<file path="src/rtl/fpue_pkg.sv">
package fpue_pkg;

   localparam int LEN_W = 9;

   typedef enum logic [1:0] {
      CMD_WR_BYTE = 2'd0,
      CMD_WR_RUN  = 2'd1,
      CMD_ERASE   = 2'd2,
      CMD_READ    = 2'd3
   } fpue_cmd_e;

   typedef enum logic [1:0] {
      FOP_READ  = 2'd0,
      FOP_PROG  = 2'd1,
      FOP_ERASE = 2'd2
   } fpue_fop_e;

   typedef enum logic [2:0] {
      ST_IDLE,
      ST_STAGE,
      ST_CHECK,
      ST_SAVE,
      ST_ERASE,
      ST_PROG,
      ST_COPY,
      ST_FINISH
   } fpue_state_e;

   localparam logic [1:0] MODE_KEEP = 2'd0;

endpackage

</file>
<file path="src/rtl/fpue_span.sv">
module fpue_span #(
   parameter int PAGE_BYTES = 64,
   parameter int OFF_W      = 6,
   parameter int LEN_W      = 9
) (
   input  logic [OFF_W-1:0] start,
   input  logic [LEN_W-1:0] len,
   input  logic [LEN_W-1:0] idx,
   output logic             covered,
   output logic             crosses,
   output logic [LEN_W-1:0] last_idx
);
   localparam int SUM_W = LEN_W + 1;

   logic [SUM_W-1:0] end_x;

   assign end_x    = SUM_W'(start) + SUM_W'(len);
   assign crosses  = end_x > SUM_W'(PAGE_BYTES);
   assign covered  = (SUM_W'(idx) >= SUM_W'(start)) && (SUM_W'(idx) < end_x);
   assign last_idx = LEN_W'(end_x - SUM_W'(1));

endmodule

</file>
<file path="src/rtl/fpue_need_erase.sv">
module fpue_need_erase #(
   parameter int DATA_W = 8
) (
   input  logic [DATA_W-1:0] old_v,
   input  logic [DATA_W-1:0] new_v,
   output logic              need
);
   // a bit that must rise from 0 to 1 cannot be programmed
   assign need = |(new_v & ~old_v);

endmodule

</file>
<file path="src/rtl/fpue_page_base.sv">
module fpue_page_base #(
   parameter int ADDR_W = 12,
   parameter int OFF_W  = 6
) (
   input  logic [ADDR_W-1:0] addr,
   output logic [ADDR_W-1:0] base
);
   generate
      if (ADDR_W > OFF_W) begin : g_paged
         assign base = {addr[ADDR_W-1:OFF_W], {OFF_W{1'b0}}};
      end else begin : g_single
         logic unused_addr;
         assign unused_addr = ^addr;
         assign base = '0;
      end
   endgenerate

endmodule

</file>
<file path="src/rtl/fpue.sv">
module fpue #(
   parameter int ADDR_W     = 12,
   parameter int PAGE_BYTES = 64,
   parameter int RAM_AW     = 10
) (
   input  logic              clk,
   input  logic              rst_n,
   input  logic              cmd_valid,
   input  logic [1:0]        cmd_op,
   input  logic [1:0]        cmd_mode,
   input  logic [ADDR_W-1:0] cmd_faddr,
   input  logic [RAM_AW-1:0] cmd_raddr,
   input  logic [8:0]        cmd_len,
   input  logic [7:0]        cmd_byte,
   output logic              busy,
   output logic              done,
   output logic              err,
   output logic              fl_req,
   output logic [1:0]        fl_op,
   output logic [ADDR_W-1:0] fl_addr,
   output logic [7:0]        fl_wdata,
   input  logic              fl_ack,
   input  logic [7:0]        fl_rdata,
   output logic [RAM_AW-1:0] ram_addr,
   output logic              ram_we,
   output logic [7:0]        ram_wdata,
   input  logic [7:0]        ram_rdata
);
   import fpue_pkg::*;

   localparam int OFF_W = $clog2(PAGE_BYTES);
   localparam logic [LEN_W-1:0] LAST_OFF = LEN_W'(PAGE_BYTES - 1);

   initial begin
      assert (PAGE_BYTES >= 2 && PAGE_BYTES <= 256 && (PAGE_BYTES & (PAGE_BYTES - 1)) == 0)
         else $error("PAGE_BYTES must be a power of two from 2 to 256");
      assert (ADDR_W >= OFF_W) else $error("ADDR_W must hold at least one page");
      assert (RAM_AW >= OFF_W) else $error("staging RAM must hold a full page");
   end

   fpue_state_e       st;
   logic [1:0]        op_q;
   logic              keep_q;
   logic              need_q;
   logic              err_q;
   logic [ADDR_W-1:0] faddr_q;
   logic [RAM_AW-1:0] raddr_q;
   logic [LEN_W-1:0]  len_q;
   logic [LEN_W-1:0]  cnt;
   logic [7:0]        byte_q;

   logic              idle;
   logic [OFF_W-1:0]  sp_start;
   logic [LEN_W-1:0]  sp_len;
   logic              sp_covered;
   logic              sp_crosses;
   logic [LEN_W-1:0]  sp_last;
   logic              need_hit;
   logic [ADDR_W-1:0] page_base;
   logic              prog_sel;

   assign idle     = (st == ST_IDLE);
   assign sp_start = idle ? cmd_faddr[OFF_W-1:0] : faddr_q[OFF_W-1:0];
   assign sp_len   = idle ? cmd_len : len_q;
   assign prog_sel = sp_covered || (need_q && keep_q);

   fpue_span #(.PAGE_BYTES(PAGE_BYTES), .OFF_W(OFF_W), .LEN_W(LEN_W)) u_span (
      .start    (sp_start),
      .len      (sp_len),
      .idx      (cnt),
      .covered  (sp_covered),
      .crosses  (sp_crosses),
      .last_idx (sp_last)
   );

   fpue_need_erase #(.DATA_W(8)) u_need (
      .old_v (fl_rdata),
      .new_v (ram_rdata),
      .need  (need_hit)
   );

   fpue_page_base #(.ADDR_W(ADDR_W), .OFF_W(OFF_W)) u_pbase (
      .addr (faddr_q),
      .base (page_base)
   );

   // sequencer
   always_ff @(posedge clk) begin
      if (!rst_n) begin
         st      <= ST_IDLE;
         op_q    <= '0;
         keep_q  <= 1'b0;
         need_q  <= 1'b0;
         err_q   <= 1'b0;
         faddr_q <= '0;
         raddr_q <= '0;
         len_q   <= '0;
         cnt     <= '0;
         byte_q  <= '0;
      end else begin
         case (st)
            ST_IDLE: begin
               if (cmd_valid) begin
                  op_q    <= cmd_op;
                  faddr_q <= cmd_faddr;
                  raddr_q <= cmd_raddr;
                  byte_q  <= cmd_byte;
                  len_q   <= cmd_len;
                  cnt     <= '0;
                  err_q   <= 1'b0;
                  keep_q  <= (cmd_mode == MODE_KEEP) || (cmd_op == CMD_WR_BYTE);
                  need_q  <= cmd_mode[1] && (cmd_op == CMD_WR_RUN);
                  case (cmd_op)
                     CMD_WR_BYTE: begin
                        len_q <= LEN_W'(1);
                        st    <= ST_STAGE;
                     end
                     CMD_WR_RUN: begin
                        if (cmd_len == '0) begin
                           st <= ST_FINISH;
                        end else if (sp_crosses) begin
                           err_q <= 1'b1;
                           st    <= ST_FINISH;
                        end else if (cmd_mode[1]) begin
                           st <= ST_ERASE;
                        end else begin
                           cnt <= LEN_W'(cmd_faddr[OFF_W-1:0]);
                           st  <= ST_CHECK;
                        end
                     end
                     CMD_ERASE: st <= ST_ERASE;
                     default:   st <= (cmd_len == '0) ? ST_FINISH : ST_COPY;
                  endcase
               end
            end
            ST_STAGE: begin
               cnt <= LEN_W'(faddr_q[OFF_W-1:0]);
               st  <= ST_CHECK;
            end
            ST_CHECK: begin
               if (fl_ack) begin
                  if (need_hit) begin
                     need_q <= 1'b1;
                     cnt    <= '0;
                     st     <= keep_q ? ST_SAVE : ST_ERASE;
                  end else if (cnt == sp_last) begin
                     cnt <= '0;
                     st  <= ST_PROG;
                  end else begin
                     cnt <= cnt + LEN_W'(1);
                  end
               end
            end
            ST_SAVE: begin
               if (sp_covered || fl_ack) begin
                  if (cnt == LAST_OFF) begin
                     cnt <= '0;
                     st  <= ST_ERASE;
                  end else begin
                     cnt <= cnt + LEN_W'(1);
                  end
               end
            end
            ST_ERASE: begin
               if (fl_ack) begin
                  cnt <= '0;
                  st  <= (op_q == CMD_ERASE) ? ST_FINISH : ST_PROG;
               end
            end
            ST_PROG: begin
               if (!prog_sel || fl_ack) begin
                  if (cnt == LAST_OFF) st <= ST_FINISH;
                  else                 cnt <= cnt + LEN_W'(1);
               end
            end
            ST_COPY: begin
               if (fl_ack) begin
                  if (cnt == len_q - LEN_W'(1)) st <= ST_FINISH;
                  else                          cnt <= cnt + LEN_W'(1);
               end
            end
            default: st <= ST_IDLE;
         endcase
      end
   end

   // flash and RAM port drive
   always_comb begin
      fl_req    = 1'b0;
      fl_op     = FOP_READ;
      fl_addr   = page_base | ADDR_W'(cnt[OFF_W-1:0]);
      fl_wdata  = ram_rdata;
      ram_addr  = raddr_q + RAM_AW'(cnt);
      ram_we    = 1'b0;
      ram_wdata = fl_rdata;
      case (st)
         ST_STAGE: begin
            ram_addr  = raddr_q + RAM_AW'(faddr_q[OFF_W-1:0]);
            ram_we    = 1'b1;
            ram_wdata = byte_q;
         end
         ST_CHECK: fl_req = 1'b1;
         ST_SAVE: begin
            fl_req = !sp_covered;
            ram_we = fl_ack;
         end
         ST_ERASE: begin
            fl_req  = 1'b1;
            fl_op   = FOP_ERASE;
            fl_addr = page_base;
         end
         ST_PROG: begin
            fl_req = prog_sel;
            fl_op  = FOP_PROG;
         end
         ST_COPY: begin
            fl_req  = 1'b1;
            fl_addr = faddr_q + ADDR_W'(cnt);
            ram_we  = fl_ack;
         end
         default: ;
      endcase
   end

   assign busy = !idle;
   assign done = (st == ST_FINISH);
   assign err  = done && err_q;

   AST_REQ_HOLD: assert property (@(posedge clk) disable iff (!rst_n)
      fl_req && !fl_ack |=> fl_req && $stable(fl_op) && $stable(fl_addr) && $stable(fl_wdata));
   AST_DONE_PULSE: assert property (@(posedge clk) disable iff (!rst_n)
      done |=> !done);
   AST_ACCEPT_BUSY: assert property (@(posedge clk) disable iff (!rst_n)
      cmd_valid && !busy |=> busy);
   AST_IDLE_QUIET: assert property (@(posedge clk) disable iff (!rst_n)
      !busy |-> !fl_req && !ram_we);
   AST_ERR_AT_DONE: assert property (@(posedge clk) disable iff (!rst_n)
      err |-> done && !fl_req);
   AST_ERASE_ALIGNED: assert property (@(posedge clk) disable iff (!rst_n)
      fl_req && fl_op == FOP_ERASE |-> fl_addr[OFF_W-1:0] == '0);

endmodule

</file>
<file path="config.mk">
export PLATFORM = sky130hd
export DESIGN_NAME = fpue
export DESIGN_NICKNAME = d
export VERILOG_FILES = /design/src/rtl/fpue_pkg.sv /design/src/rtl/fpue_span.sv /design/src/rtl/fpue_need_erase.sv /design/src/rtl/fpue_page_base.sv /design/src/rtl/fpue.sv
export SDC_FILE = /design/constraint.sdc
export NUM_CORES = 1
export LEC_CHECK = 0
export ABC_CLOCK_PERIOD_IN_PS = 6450
export BUFFER_PORTS_ARGS = -buffer_cell sky130_fd_sc_hd__buf_2
export CAP_MARGIN = 0
export CORE_ASPECT_RATIO = 1.2
export CORE_UTILIZATION = 57
export CTS_CLUSTER_DIAMETER = 200
export DETAILED_ROUTE_END_ITERATION = 10
export HOLD_SLACK_MARGIN = 0.06
export PLACE_DENSITY = 0.86
export SLEW_MARGIN = 10
export SYNTH_ARGS = -nofsm -noshare
export SYNTH_HDL_FRONTEND = slang
export SYNTH_SLANG_ARGS = --single-unit
</file>
<file path="constraint.sdc">
create_clock -name clk -period 6.45 [get_ports clk]
set_clock_uncertainty 0.2 [all_clocks]
set_input_delay 0.645 -clock clk [delete_from_list [all_inputs] [get_ports clk]]
set_output_delay 0.645 -clock clk [all_outputs]
set_load 0.01 [all_outputs]
</file>
# After elaboration in Yosys (flattened, before gate mapping)

Cells that the tools add are included.

Add/sub/neg operators: 7
Multiply operators: 0
Div/mod/pow operators: 0
Magnitude comparators: 3
Equal/unequal tests: 26
Shift-type cells: 0
Muxes and demuxes: 51
Bitwise logic cells: 3
Reductions and logical operators: 24

Operators by type and width:

| kind                                                           | number |
|---|---|
| two-way mux 9 bit                                              | 13 |
| case mux 9 bit (7 select lines)                                | 1 |
| two-way mux 3 bit                                              | 15 |
| two-way mux 6 bit                                              | 5 |
| inequality test 2 bit, second input constant                   | 12 |
| case mux 12 bit (2 select lines)                               | 1 |
| case mux 3 bit (7 select lines)                                | 1 |
| equality test 9 bit                                            | 2 |
| subtractor 9 x 1 -> 9 bit, second input constant               | 2 |
| adder 12 x 9 -> 12 bit                                         | 1 |
| equality test 3 bit, second input constant                     | 4 |
| OR 12 x 6 -> 12 bit                                            | 1 |
| adder 10 x 6 -> 10 bit                                         | 1 |
| adder 10 x 9 -> 10 bit                                         | 1 |
| adder 6 x 9 -> 10 bit                                          | 1 |
| greater-than comparator 10 x 7 -> 1 bit, second input constant | 1 |
| < comparator 9 x 10 -> 1 bit                                   | 1 |
| two-way mux 10 bit                                             | 1 |
| AND reduction 10 bit                                           | 1 |
| adder 9 x 1 -> 9 bit, second input constant                    | 1 |
| equality test 9 x 6 -> 1 bit, second input constant            | 1 |
| greater-or-equal comparator 9 x 6 -> 1 bit                     | 1 |
| logical NOT 9 bit                                              | 1 |
| case mux 3 bit (3 select lines)                                | 1 |
| other kinds (26)                                               | 44 |

Bits in registers: 56
Bits in latches: 0
Memory bits (writable): 0
Bits in read-only memories: 0
Input bits: 63
Output and inout port bits: 45
Logic and storage cells: 124
Memories kept: 0

# Depth between registers and ports, before layout

Gate-level depths: netlist of the first run.

Depth in word-level cells: 10
Depth in mapped cells: 26
Mapped depth without buffers: 22

# By module

A second synthesis of the first run with hierarchy kept.

Cells, all modules: 764
Area, all modules: 5624.1 µm²

Modules (own cells, without submodules):

| module          | instances | cells an instance | area an instance (µm²) | seq. area each (µm²) |
|---|---|---|---|---|
| fpue            | 1         | 627               | 4611.9                 | 1121.1 |
| fpue_span       | 1         | 111               | 855.8                  | 0.0 |
| fpue_page_base  | 1         | 13                | 93.8                   | 0.0 |
| fpue_need_erase | 1         | 13                | 62.6                   | 0.0 |

# Worst setup path after synthesis of the first run

OpenSTA, ideal clock, no wires.

Kind: register to output
Start: register st[0]
End: output fl_req
Data arrival time: 4.795 ns
Required time: 5.605 ns
Path slack: 0.810 ns
Stages on the path, launching flop included: 23
Cells stage by stage: dfxtp_1 > nor3_4 > buf_2 > buf_2 > clkbuf_1 > o21ai_0 > ha_1 > fa_1 > nor4b_1 > nor4_4 > xnor2_1 > inv_1 > ha_1 > or2_2 > a21oi_1 > a21oi_1 > or2_2 > nand4_1 > a311o_1 > nand2_1 > a21oi_1 > a31oi_1 > a21oi_1

Cells in the longest elaborated chain, start to end: 7
Elaborated cells on any way between the ends: 16
Those cells by class: add/sub (1); order compare (2); eq/ne (5); mux (3); reduce/logical (5)

Ends and longest elaborated chain:

| item                                                          | line                    | text |
|---|---|---|
| start: declaration                                            | fpue.sv:41              | `fpue_state_e st;` |
| start signal: assignment                                      | fpue.sv:132             | `default: st <= (cmd_len == '0) ? ST_FINISH : ST_COPY;` |
| start signal: assignment                                      | fpue.sv:145             | `st <= keep_q ? ST_SAVE : ST_ERASE;` |
| start signal: assignment                                      | fpue.sv:167             | `st <= (op_q == CMD_ERASE) ? ST_FINISH : ST_PROG;` |
| logical NOT 3 bit                                             | fpue.sv:62              | `assign idle = (st == ST_IDLE);` |
| two-way mux 6 bit / two-way mux 9 bit (equally long branches) | fpue.sv:63, fpue.sv:64  |  |
| adder 6 x 9 -> 10 bit                                         | fpue_span.sv:17         | `assign end_x = SUM_W'(start) + SUM_W'(len);` |
| < comparator 9 x 10 -> 1 bit                                  | fpue_span.sv:19         | `assign covered = (SUM_W'(idx) >= SUM_W'(start)) && (SUM_W'(idx) < end_x);` |
| logical AND 1 bit                                             | fpue_span.sv:19         |  |
| logical OR 1 bit / logical NOT 1 bit (equally long branches)  | fpue.sv:65, fpue.sv:204 |  |
| case mux 1 bit (3 select lines) (*)                           | fpue.sv:196             | `case (st)` |
| end: declaration                                              | fpue.sv:18              | `output logic fl_req,` |

Mark *: on every way between the ends. The rest lies on a longest branch, timed or not.

# Worst setup path after layout of the first run

Ends and elaborated chain as after synthesis.

==> results of run 1 <==
[cell type report]
| type | count | area [um^2] |
|---|---|---|
| Inverter | 47 | 176.4 |
| Fill cell | 837 | 3112 |
| Clock inverter | 3 | 23.77 |
| Multi-Input combinational cell | 598 | 3864 |
| Tap cell | 120 | 150.1 |
| Timing Repair Buffer | 116 | 610.6 |
| Sequential cell | 56 | 1124 |
| Clock buffer | 5 | 68.82 |
[path summary, 6_finish.rpt]
kind	depth (start not counted)	slack, ns	to
setup / recovery	22	0.42	fl_req
hold / removal	2	0.27	byte_q[7]
setup reg to reg	23	0.94	cnt[2]
hold reg to reg	2	0.27	byte_q[7]
[kinds of logic after synthesis]
group                    synth area share (%)
AO/OA/AOI/OAI                           23.64
XOR/XNOR                                9.169
adder cells (fa/ha/maj)                 10.42
buffers and inverters                   7.849
flip-flops                              20.75
multiplexers                            2.431
AND/OR/NAND/NOR                         25.75
[registers in the layout (all words and copies together), names as in the netlist]
register,cells
faddr_q,12
raddr_q,10
cnt,9
len_q,9
byte_q,8
st,3
op_q,2
err_q,1
keep_q,1
need_q,1
[report_power, final]
group	internal, mW	switching, mW	leakage (nW)	total (mW)
Sequential	0.410	0.107	0.458	0.517
Combinational	0.680	1.01	2.11	1.69
Clock	0.0774	0.129	0.0404	0.207
Total	1.17	1.25	2.61	2.41
[Yosys cell counts (all sizes together), types with 5 or more instances]
master,n
nand2,149
a21oi,86
dfxtp,56
inv,45
xnor2,39
clkbuf,37
ha,37
nand3,34
nor2,32
o21ai,24
buf,18
xor2,15
nor3,13
mux2i,12
o21bai,11
nor4,9
o22ai,9
a221oi,8
and2,8
a31oi,6
nand2b,6
o211ai,6
a21o,5
o31ai,5
or3,5
or4,5
[layer usage]
metal  global-route usage (%)  vias up  wire [um]
li1                         -     2788          -
met1                    39.41     2704       6379
met2                    61.47      299       8276
met3                    6.137       54       1323
met4                    17.57        0        728
met5                        0        -          0
[metrics by stage]
stage	hold slack, ns	utilization [%]	instances
3_3_place_gp	0.2439	64.79	937
3_5_place_dp	0.2505	64.79	937
5_1_grt	0.2957	65.91	945
4_1_cts	0.2668	65.80	945
2_1_floorplan	0.2363	-	756
6_report	0.2675	65.91	945
[what timing repair did]
item | 4_1_cts | 5_1_grt
hold buffers | 0 | 0
resized for setup | 0 | 4
setup endpoints to repair | 0 | 1
[layout by cell type, fill, tap and decap left out, types with 8 or more instances in the layout]
cell type,count
a21oi_1,86
a221oi_1,8
and2_1,8
buf_2,107
buf_4,8
dfxtp_1,54
ha_1,37
inv_1,44
mux2i_1,12
nand2_1,149
nand3_1,34
nor2_1,32
nor3_1,11
o21ai_0,24
o21bai_1,11
o22ai_1,9
xnor2_1,39
xor2_1,15
[worst max-delay path, cell delays in order (launching register included)]
cell	delay, ns
dfxtp_2	0.43
nor3_4	0.25
buf_8	0.26
o21ai_0	0.13
ha_1	0.22
fa_1	0.50
and4b_1	0.27
nor4_4	0.38
xnor2_1	0.17
buf_4	0.16
inv_1	0.06
ha_1	0.27
or2_2	0.27
a21oi_1	0.14
a21oi_1	0.08
or2_2	0.31
nand4_1	0.10
a311o_1	0.21
nand2_1	0.08
a21oi_1	0.12
a31oi_1	0.07
a21oi_1	0.22
buf_2	0.16
==> qor.yml, run 1 <==
layout:
  nNetsFinal: 927
  final_cell_area_um2: 6017
  diodes: 0
  drive_gt1_share_pct: 17.58
  area_delta_synth_final_pct: 11.35
critical_path:
  r2r-start: "st[0]"
  cp-start-kind: "flip-flop"
  cp_data_arrival_time_ns: 5.18
  worstSetupStartpoint: "st[0]"
  crit_path_max_fanout: 31
  critical_path_class: "flip-flop to output port"
  worstPathRequired_ns: 5.60
  cp-end-kind: "output port"
sta:
  fin_ws_ns: 0.4226
  tightestPinTransition_ns: 0.8616
  rsz0062_at_grt: "no"
  finalHoldViolations: 0
  fin_tns_setup_ns: 0
  fmax_mhz: 165.9
  slew_headroom_pct: 42.03
  maxSlewViolCount: 0
  finalCritPeriodShare_pct: 93.45
  min_period_ns: 6.027
  final-setup-viol-count: 0
cts:
  cts_buffer_depth: 2
  cts_made_buffers: 5
  h-tree-depth: 2
  cts.sinks: 56
  postCtsSetupBuffers: 0
  cts_root_buffer: "clkbuf_8"
  clock_latency_ns: 0.32
  clkSlewWorstSetupHoldPaths_ns: 0.11
  cts_tree: "built"
global_routing:
  antenna_found_initial: 0
  grt_max_degree: 42
  grt_first_pass_wirelength_um: 26910
  track_usage_pct: 34.36
  grt_pass1_vias: 5602
  grt_overflow: 0
logic_synthesis:
  ys_ff_latch: 56
  synthArstFlopShare_pct: 0
  synth-seq-area-share_pct: 20.75
  ys_types: 74
  synth_flop_cell: "dfxtp_1"
  ys_warn_count: 0
  synthesis.nets: 859
  yosysTopAreaCell: "dfxtp_1"
  synthesis.instances: 756
  synth-edff-count: 0
  ys_top_cells_by_area: "dfxtp_1 (21%), nand2_1 (10%), ha_1 (8.6%), a21oi_1 (8.0%), xnor2_1 (6.3%)"
  avgSynthCellArea_um2: 7.148
  yosysTopAreaCellShare_pct: 20.75
  synth_area_um2: 5404
placement:
  dp_hpwl_um: 12820
  dp_slack_ns: 0.6429
  place.gp.congestion: 0.9582
  post_dp_cell_area_um2: 5914
  portBuffers: 107
drt:
  route.detailed.drc: 0
  dr.pass1.iters: 9
  ant_nets: 0
  routedWlPerCell_um: 17.68
  vias: 5845
  drt_iter0_markers: 410
  vias_per_cell: 6.185
  wirelength_um: 16710
power:
  totalPowerFinal_mw: 2.413
  power_density_nw_per_um2: 401.0
  ir_drop_mv: 0.1730
  p_leak_nw: 2.608
die:
  pin_count: 108
  die_y_um: 108.7
  die-width_um: 90.89
  row_count: 38
  fp.coreArea_um2: 9129
  start_util_pct: 59.20
  dieArea_um2: 9876
run_status:
  status: "finished clean"
job:
  drv_cap: 0
hold_path:
  min_from: "byte_q[7]"
  hold_path.class: "flip-flop to flip-flop"
(Power assumes the default switching activity.)
==> inputs of run 2 (changes only) <==
--- a/config.mk
+++ b/config.mk
@@ -8,12 +8,14 @@
 export ABC_CLOCK_PERIOD_IN_PS = 6450
 export BUFFER_PORTS_ARGS = -buffer_cell sky130_fd_sc_hd__buf_2
 export CAP_MARGIN = 0
+export CELL_PAD_IN_SITES_DETAIL_PLACEMENT = 1
+export CELL_PAD_IN_SITES_GLOBAL_PLACEMENT = 1
 export CORE_ASPECT_RATIO = 1.2
-export CORE_UTILIZATION = 57
+export CORE_UTILIZATION = 40
 export CTS_CLUSTER_DIAMETER = 200
 export DETAILED_ROUTE_END_ITERATION = 10
 export HOLD_SLACK_MARGIN = 0.06
-export PLACE_DENSITY = 0.86
+export PLACE_DENSITY = 0.85
 export SLEW_MARGIN = 10
 export SYNTH_ARGS = -nofsm -noshare
 export SYNTH_HDL_FRONTEND = slang
==> run 2 against run 1 <==
  * Count of clock-buffer cells in the layout did not move
  * Via count shrank 0.39%
  * Hold slack worse by 0.010 ns
  * Sequential share of layout area decreased by 0.40 points
  * Fmax down 1.3%
  * Critical endpoint unchanged
  * Flip-flop and latch count did not move
  * Setup slack worse by 0.077 ns
  * First-iteration DRC count down 20%
  * Wire length grew 11%
  * Utilization is 19 points lower
==> qor.yml, run 2 (synthesis results as in run 1) <==
run_status:
  status: "finished clean"  # unchanged
layout:
  area_delta_synth_final_pct: 13.52  # was 11.35%
  final_common_cell: "nand2_1"  # unchanged
  nNetsFinal: 927  # unchanged
  diodes: 0  # unchanged
  largest_registers: "faddr_q: 12 flops, raddr_q: 10 flops"  # unchanged
  layout_common_cells: "nand2_1 (149), buf_2 (107), a21oi_1 (86)"  # unchanged
  largest_register_ffs: 12  # unchanged
  top_register: "faddr_q"  # unchanged
  drive_gt1_share_pct: 17.58  # unchanged
global_routing:
  track_usage_pct: 27.69  # was 34.36%
  grt_overflow: 0  # unchanged
  grt_pass1_vias: 6089  # was 5602
  grt_first_pass_wirelength_um: 29980  # was 26910 um
  grt_max_degree: 46  # was 42
  antenna_found_initial: 0  # unchanged
critical_path:
  critical-path-slowest-cell: "fa_1"  # unchanged
  cp_data_arrival_time_ns: 5.26  # was 5.18 ns
  critical_path.max_stage_delay_ns: 0.49  # was 0.50 ns
  cpMostUsedCell: "a21oi_1"  # unchanged
  crit_chain: "nor3_4, buf_6, o21ai_0, ha_1, fa_1, nor4b_1, nor4_4, xnor2_2, inv_1, ha_1, or2_2, a21oi_1, a21oi_1, or2_2, nand4_1, a311o_1, nand2_1, a21oi_1, a31oi_1, a21oi_1, buf_2"  # was nor3_4, buf_8, o21ai_0, ha_1, fa_1, and4b_1, nor4_4, xnor2_1, buf_4, inv_1, ha_1, or2_2, a21oi_1, a21oi_1, or2_2, nand4_1, a311o_1, nand2_1, a21oi_1, a31oi_1, a21oi_1, buf_2
  critical_path_class: "flip-flop to output port"  # unchanged
  cp-end-kind: "output port"  # unchanged
  worstPathRequired_ns: 5.60  # about the same
  r2r-start: "st[1]"  # was st[0]
  cp-start-kind: "flip-flop"  # unchanged
  crit_path_max_fanout: 31  # unchanged
  worstSetupStartpoint: "st[1]"  # was st[0]
sta:
  finalCritPeriodShare_pct: 94.63  # was 93.45%
  min_period_ns: 6.104  # was 6.027 ns
  tightestPinTransition_ns: 0.9959  # was 0.8616 ns
  final-setup-viol-count: 0  # unchanged
  maxSlewViolCount: 0  # unchanged
  fmax_mhz: 163.8  # was 165.9 MHz
  fin_tns_setup_ns: 0  # unchanged
  finalHoldViolations: 0  # unchanged
  rsz0062_at_grt: "no"  # unchanged
  slew_headroom_pct: 33.61  # was 42.03%
drt:
  vias_per_cell: 5.863  # was 6.185
  dr.pass1.iters: 4  # was 9
  ant_nets: 0  # unchanged
  drt_iter0_markers: 326  # was 410
  wirelength_um: 18570  # was 16710 um
  routedWlPerCell_um: 18.70  # was 17.68 um
  vias: 5822  # was 5845
  route.detailed.drc: 0  # unchanged
cts:
  cts_made_buffers: 5  # unchanged
  clock_latency_ns: 0.31  # was 0.32 ns
  cts_tree: "built"  # unchanged
  clkSlewWorstSetupHoldPaths_ns: 0.08  # was 0.11 ns
  h-tree-depth: 2  # unchanged
  cts_buffer_depth: 2  # unchanged
  cts_root_buffer: "clkbuf_16"  # was clkbuf_8
  cts.sinks: 56  # unchanged
power:
  totalPowerFinal_mw: 2.523  # was 2.413 mW
  ir_drop_mv: 0.1544  # was 0.1730 mV
  p_leak_nw: 2.647  # was 2.608 nW
  power_density_nw_per_um2: 411.2  # was 401.0 nW/um^2
placement:
  portBuffers: 107  # unchanged
  dp_hpwl_um: 14010  # was 12820 um
  place.gp.congestion: 0.9393  # was 0.9582
die:
  start_util_pct: 41.00  # was 59.20%
  dieArea_um2: 13980  # was 9876 um^2
  die-width_um: 108.1  # was 90.89 um
  pin_count: 108  # unchanged
  fp.coreArea_um2: 13180  # was 9129 um^2
  die_y_um: 129.3  # was 108.7 um
  row_count: 46  # was 38
hold_path:
  min_from: "op_q[1]"  # was byte_q[7]
  hold_path.class: "flip-flop to flip-flop"  # unchanged
job:
  drv_cap: 0  # unchanged
[run 2: changes by cell type in the layout (fill, tap and decap cells not counted), moves of 2 or more]
cell        before  now
dfxtp_2          2    0
clkinvlp_4       2    0
clkbuf_8         5    0
dfxtp_1         54   56
clkbuf_16        0    5
[run 2: power breakdown]
group	total [mW]	leakage, nW	switching (mW)	internal [mW]
Clock	0.297	0.0742	0.151	0.146
Combinational	1.72	2.12	1.05	0.677
Sequential	0.502	0.458	0.0933	0.409
Total	2.52	2.65	1.29	1.23
[run 2: final timing paths]
| kind | slack (ns) | depth (start not counted) | endpoint |
|---|---|---|---|
| max reg2reg | 0.92 | 22 | cnt[3] |
| min | 0.26 | 2 | op_q[1] |
| max | 0.35 | 21 | fl_req |
| min reg2reg | 0.26 | 2 | op_q[1] |
[run 2: area by class of cell]
type,count,area (um^2)
clock buffers,5,125.1
fillers,1744,7046
well taps,168,210.2
repair buffers,116,606.8
multi-input cells,598,3872
clock inverters,3,22.52
inverters,47,176.4
flip-flops and latches,56,1121
[run 2: timing repair]
item	CTS	global route
buffers inserted	0	0
hold buffers	0	0
endpoints found under the setup margin	0	1
resized for setup	0	2
hold endpoints to repair	0	0
[run 2: metal layers]
metal | wire length (um) | up-vias | GRT usage, %
met3 | 1133 | 34 | 5.332
met2 | 9205 | 192 | 49.16
met5 | 0 | - | 0
li1 | - | 2787 | -
met4 | 674 | 0 | 12.73
met1 | 7553 | 2809 | 31.82
[run 2: critical path: cells and delay by family, from the launching register on]
kind,cells,cell delay (ns)
flip-flops,1,0.35
buffers and inverters,3,0.57
AO/OA/AOI/OAI,7,1.06
XOR/XNOR,1,0.24
adder cells (fa/ha/maj),3,0.99
AND/OR/NAND/NOR,7,1.72
[run 2: through the flow]
stage	hold WS [ns]	cells	setup slack [ns]	util [%]	instance area (um^2)
after CTS	0.2592	993	0.1869	46.46	6123
after floorplan	0.2363	756	0.8097	-	5404
after global placement	0.2430	985	0.9239	45.34	5976
after global routing	0.2716	993	0.03965	46.54	6135
final	0.2571	993	0.3461	46.54	6135
after detailed placement	0.2476	985	0.6444	45.34	5976
==> inputs of run 3 (changes only) <==
--- a/config.mk
+++ b/config.mk
@@ -7,11 +7,10 @@
 export LEC_CHECK = 0
 export ABC_CLOCK_PERIOD_IN_PS = 6450
 export BUFFER_PORTS_ARGS = -buffer_cell sky130_fd_sc_hd__buf_2
-export CAP_MARGIN = 0
-export CELL_PAD_IN_SITES_DETAIL_PLACEMENT = 1
-export CELL_PAD_IN_SITES_GLOBAL_PLACEMENT = 1
+export CELL_PAD_IN_SITES_DETAIL_PLACEMENT = 2
+export CELL_PAD_IN_SITES_GLOBAL_PLACEMENT = 2
 export CORE_ASPECT_RATIO = 1.2
-export CORE_UTILIZATION = 40
+export CORE_UTILIZATION = 31
 export CTS_CLUSTER_DIAMETER = 200
 export DETAILED_ROUTE_END_ITERATION = 10
 export HOLD_SLACK_MARGIN = 0.06
==> run 3 against run 2 <==
  * Hold slack better by 0.012 ns
  * First-iteration DRC count up 3.4%
  * Combinational power up 9%
  * Sequential power up 2%
  * Flip-flop and latch count unchanged
  * Global-route usage down 2.3 points
  * Highest routed layer unchanged
==> qor.yml, run 3 (synthesis results as in run 1) <==
global_routing:
  grt_max_degree: 49  # was 46
  grt_overflow: 0  # unchanged
  grt-busiest-layer: "met2"  # unchanged
  grt_pass1_vias: 6554  # was 6089
  grt_util_met1_pct: 29.29  # was 31.82%
  grtUsageMet3_pct: 3.984  # was 5.332%
  met2_usage_pct: 44.49  # was 49.16%
  antenna_found_initial: 0  # unchanged
  track_usage_pct: 25.36  # was 27.69%
  grt_first_pass_wirelength_um: 35180  # was 29980 um
layout:
  nNetsFinal: 932  # was 927
  drive_gt1_share_pct: 17.95  # was 17.58%
  largest_registers: "faddr_q: 12 flops, raddr_q: 10 flops"  # unchanged
  top_register: "faddr_q"  # unchanged
  layout_common_cells: "nand2_1 (149), buf_2 (107), a21oi_1 (86)"  # unchanged
  largest_register_ffs: 12  # unchanged
  fillers: 2036  # was 1744
  final_common_cell: "nand2_1"  # unchanged
  diodes: 0  # unchanged
  multi_input_area_um2: 3865  # was 3872 um^2
  area_delta_synth_final_pct: 15.56  # was 13.52%
  register_area_um2: 1121  # unchanged
hold_path:
  hold_path.class: "flip-flop to flip-flop"  # unchanged
  min_from: "byte_q[3]"  # was op_q[1]
power:
  ir_drop_mv: 0.1528  # was 0.1544 mV
  power_density_nw_per_um2: 431.1  # was 411.2 nW/um^2
  p_leak_nw: 2.671  # was 2.647 nW
cts:
  cts_made_buffers: 5  # unchanged
  cts.repair.resized: 0  # unchanged
  cts_buffer_depth: 2  # unchanged
  h-tree-depth: 2  # unchanged
  cts_root_buffer: "clkbuf_16"  # unchanged
  clkSlewWorstSetupHoldPaths_ns: 0.08  # about the same
  cts.sinks: 56  # unchanged
  cts_tree: "built"  # unchanged
  clock_latency_ns: 0.32  # was 0.31 ns
critical_path:
  cp-end-kind: "output port"  # unchanged
  crit_path_max_fanout: 11  # was 31
  worstSetupStartpoint: "st[2]"  # was st[1]
  rrSetupSlack_ns: 0.69  # was 0.92 ns
  cp_data_arrival_time_ns: 5.29  # was 5.26 ns
  r2r-start: "st[2]"  # was st[1]
  cp-start-kind: "flip-flop"  # unchanged
  worstPathRequired_ns: 5.60  # about the same
  critical_path_class: "flip-flop to output port"  # unchanged
placement:
  place.gp.congestion: 0.8417  # was 0.9393
  dp_hpwl_um: 16670  # was 14010 um
  dp_slack_ns: 0.4789  # was 0.6444 ns
  portBuffers: 107  # unchanged
sta:
  maxSlewViolCount: 0  # unchanged
  finalCritPeriodShare_pct: 95.13  # was 94.63%
  fmax_mhz: 163.0  # was 163.8 MHz
  slew_headroom_pct: 17.04  # was 33.61%
  rsz0062_at_grt: "no"  # unchanged
  tightestPinTransition_ns: 1.233  # was 0.9959 ns
  fin_ws_ns: 0.3142  # was 0.3461 ns
  final-setup-viol-count: 0  # unchanged
  min_period_ns: 6.136  # was 6.104 ns
  fin_tns_setup_ns: 0  # unchanged
  finalHoldViolations: 0  # unchanged
drt:
  route.detailed.drc: 0  # unchanged
  wirelength_um: 22410  # was 18570 um
  ant_nets: 0  # unchanged
  routedWlPerCell_um: 21.43  # was 18.70 um
  vias: 6057  # was 5822
  drt_iter0_markers: 337  # was 326
  dr.pass1.iters: 5  # was 4
  vias_per_cell: 5.791  # was 5.863
die:
  die_y_um: 146.6  # was 129.3 um
  dieArea_um2: 17970  # was 13980 um^2
  pin_count: 108  # unchanged
  row_count: 52  # was 46
  fp.coreArea_um2: 16980  # was 13180 um^2
  die-width_um: 122.5  # was 108.1 um
  start_util_pct: 31.82  # was 41.00%
run_status:
  status: "finished clean"  # unchanged
job:
  drv_cap: 0  # unchanged
-- run 3: worst paths after layout --
path	to	cells past startpoint
min	byte_q[3]	2
min reg2reg	byte_q[3]	2
max reg2reg	cnt[4]	23
max	fl_req	22
-- run 3: per-stage QoR --
stage	area (um^2)	hold WS, ns	power (mW)	cells	util [%]
floorplan	5404	0.2363	1.756	756	-
finish	6245	0.2686	2.692	1046	36.77
CTS	6210	0.2664	2.657	1043	36.57
global route	6245	0.2871	2.860	1046	36.77
global placement	6051	0.2424	2.205	1035	35.63
detailed placement	6051	0.2553	2.301	1035	35.63
-- run 3: area by class of cell --
class                      count  share of cell area [%]
clock buffer                   5                   2.004
sequential                    56                   17.95
inverter                      47                   2.825
timing repair buffer         121                   10.46
clock inverter                 3                  0.5410
multi-input combinational    598                   61.89
tap                          216                   4.328
-- run 3: worst max-delay path: stages (launching register included) --
cell,delay (ns)
dfxtp_1,0.35
nor3_4,0.23
buf_12,0.16
nand2_1,0.06
o21ai_0,0.16
ha_1,0.27
fa_1,0.34
nor4b_1,0.48
nor4_4,0.14
xnor2_1,0.53
inv_1,0.13
ha_1,0.29
or2_2,0.28
a21oi_1,0.17
a21oi_1,0.08
or2_2,0.33
nand4_1,0.11
a311o_1,0.24
nand2_1,0.11
a21oi_1,0.14
a31oi_1,0.07
a21oi_1,0.16
buf_2,0.14
-- run 3: power by group --
| group | switching, mW | internal, mW |
|---|---|---|
| clock | 0.160 | 0.150 |
| combinational | 1.16 | 0.714 |
| sequential | 0.101 | 0.409 |
| total | 1.42 | 1.27 |
-- run 3: timing repair --
action / 4_1_cts / 5_1_grt
setup buffers: 0 / 3
setup endpoints to repair: 0 / 1
hold buffers: 0 / 0
-- run 3: metal layers --
metal,share of wire (%),vias up
li1,-,2790
met1,41,2992
met2,50,204
met3,4.7,71
met4,4.1,0
met5,0,-
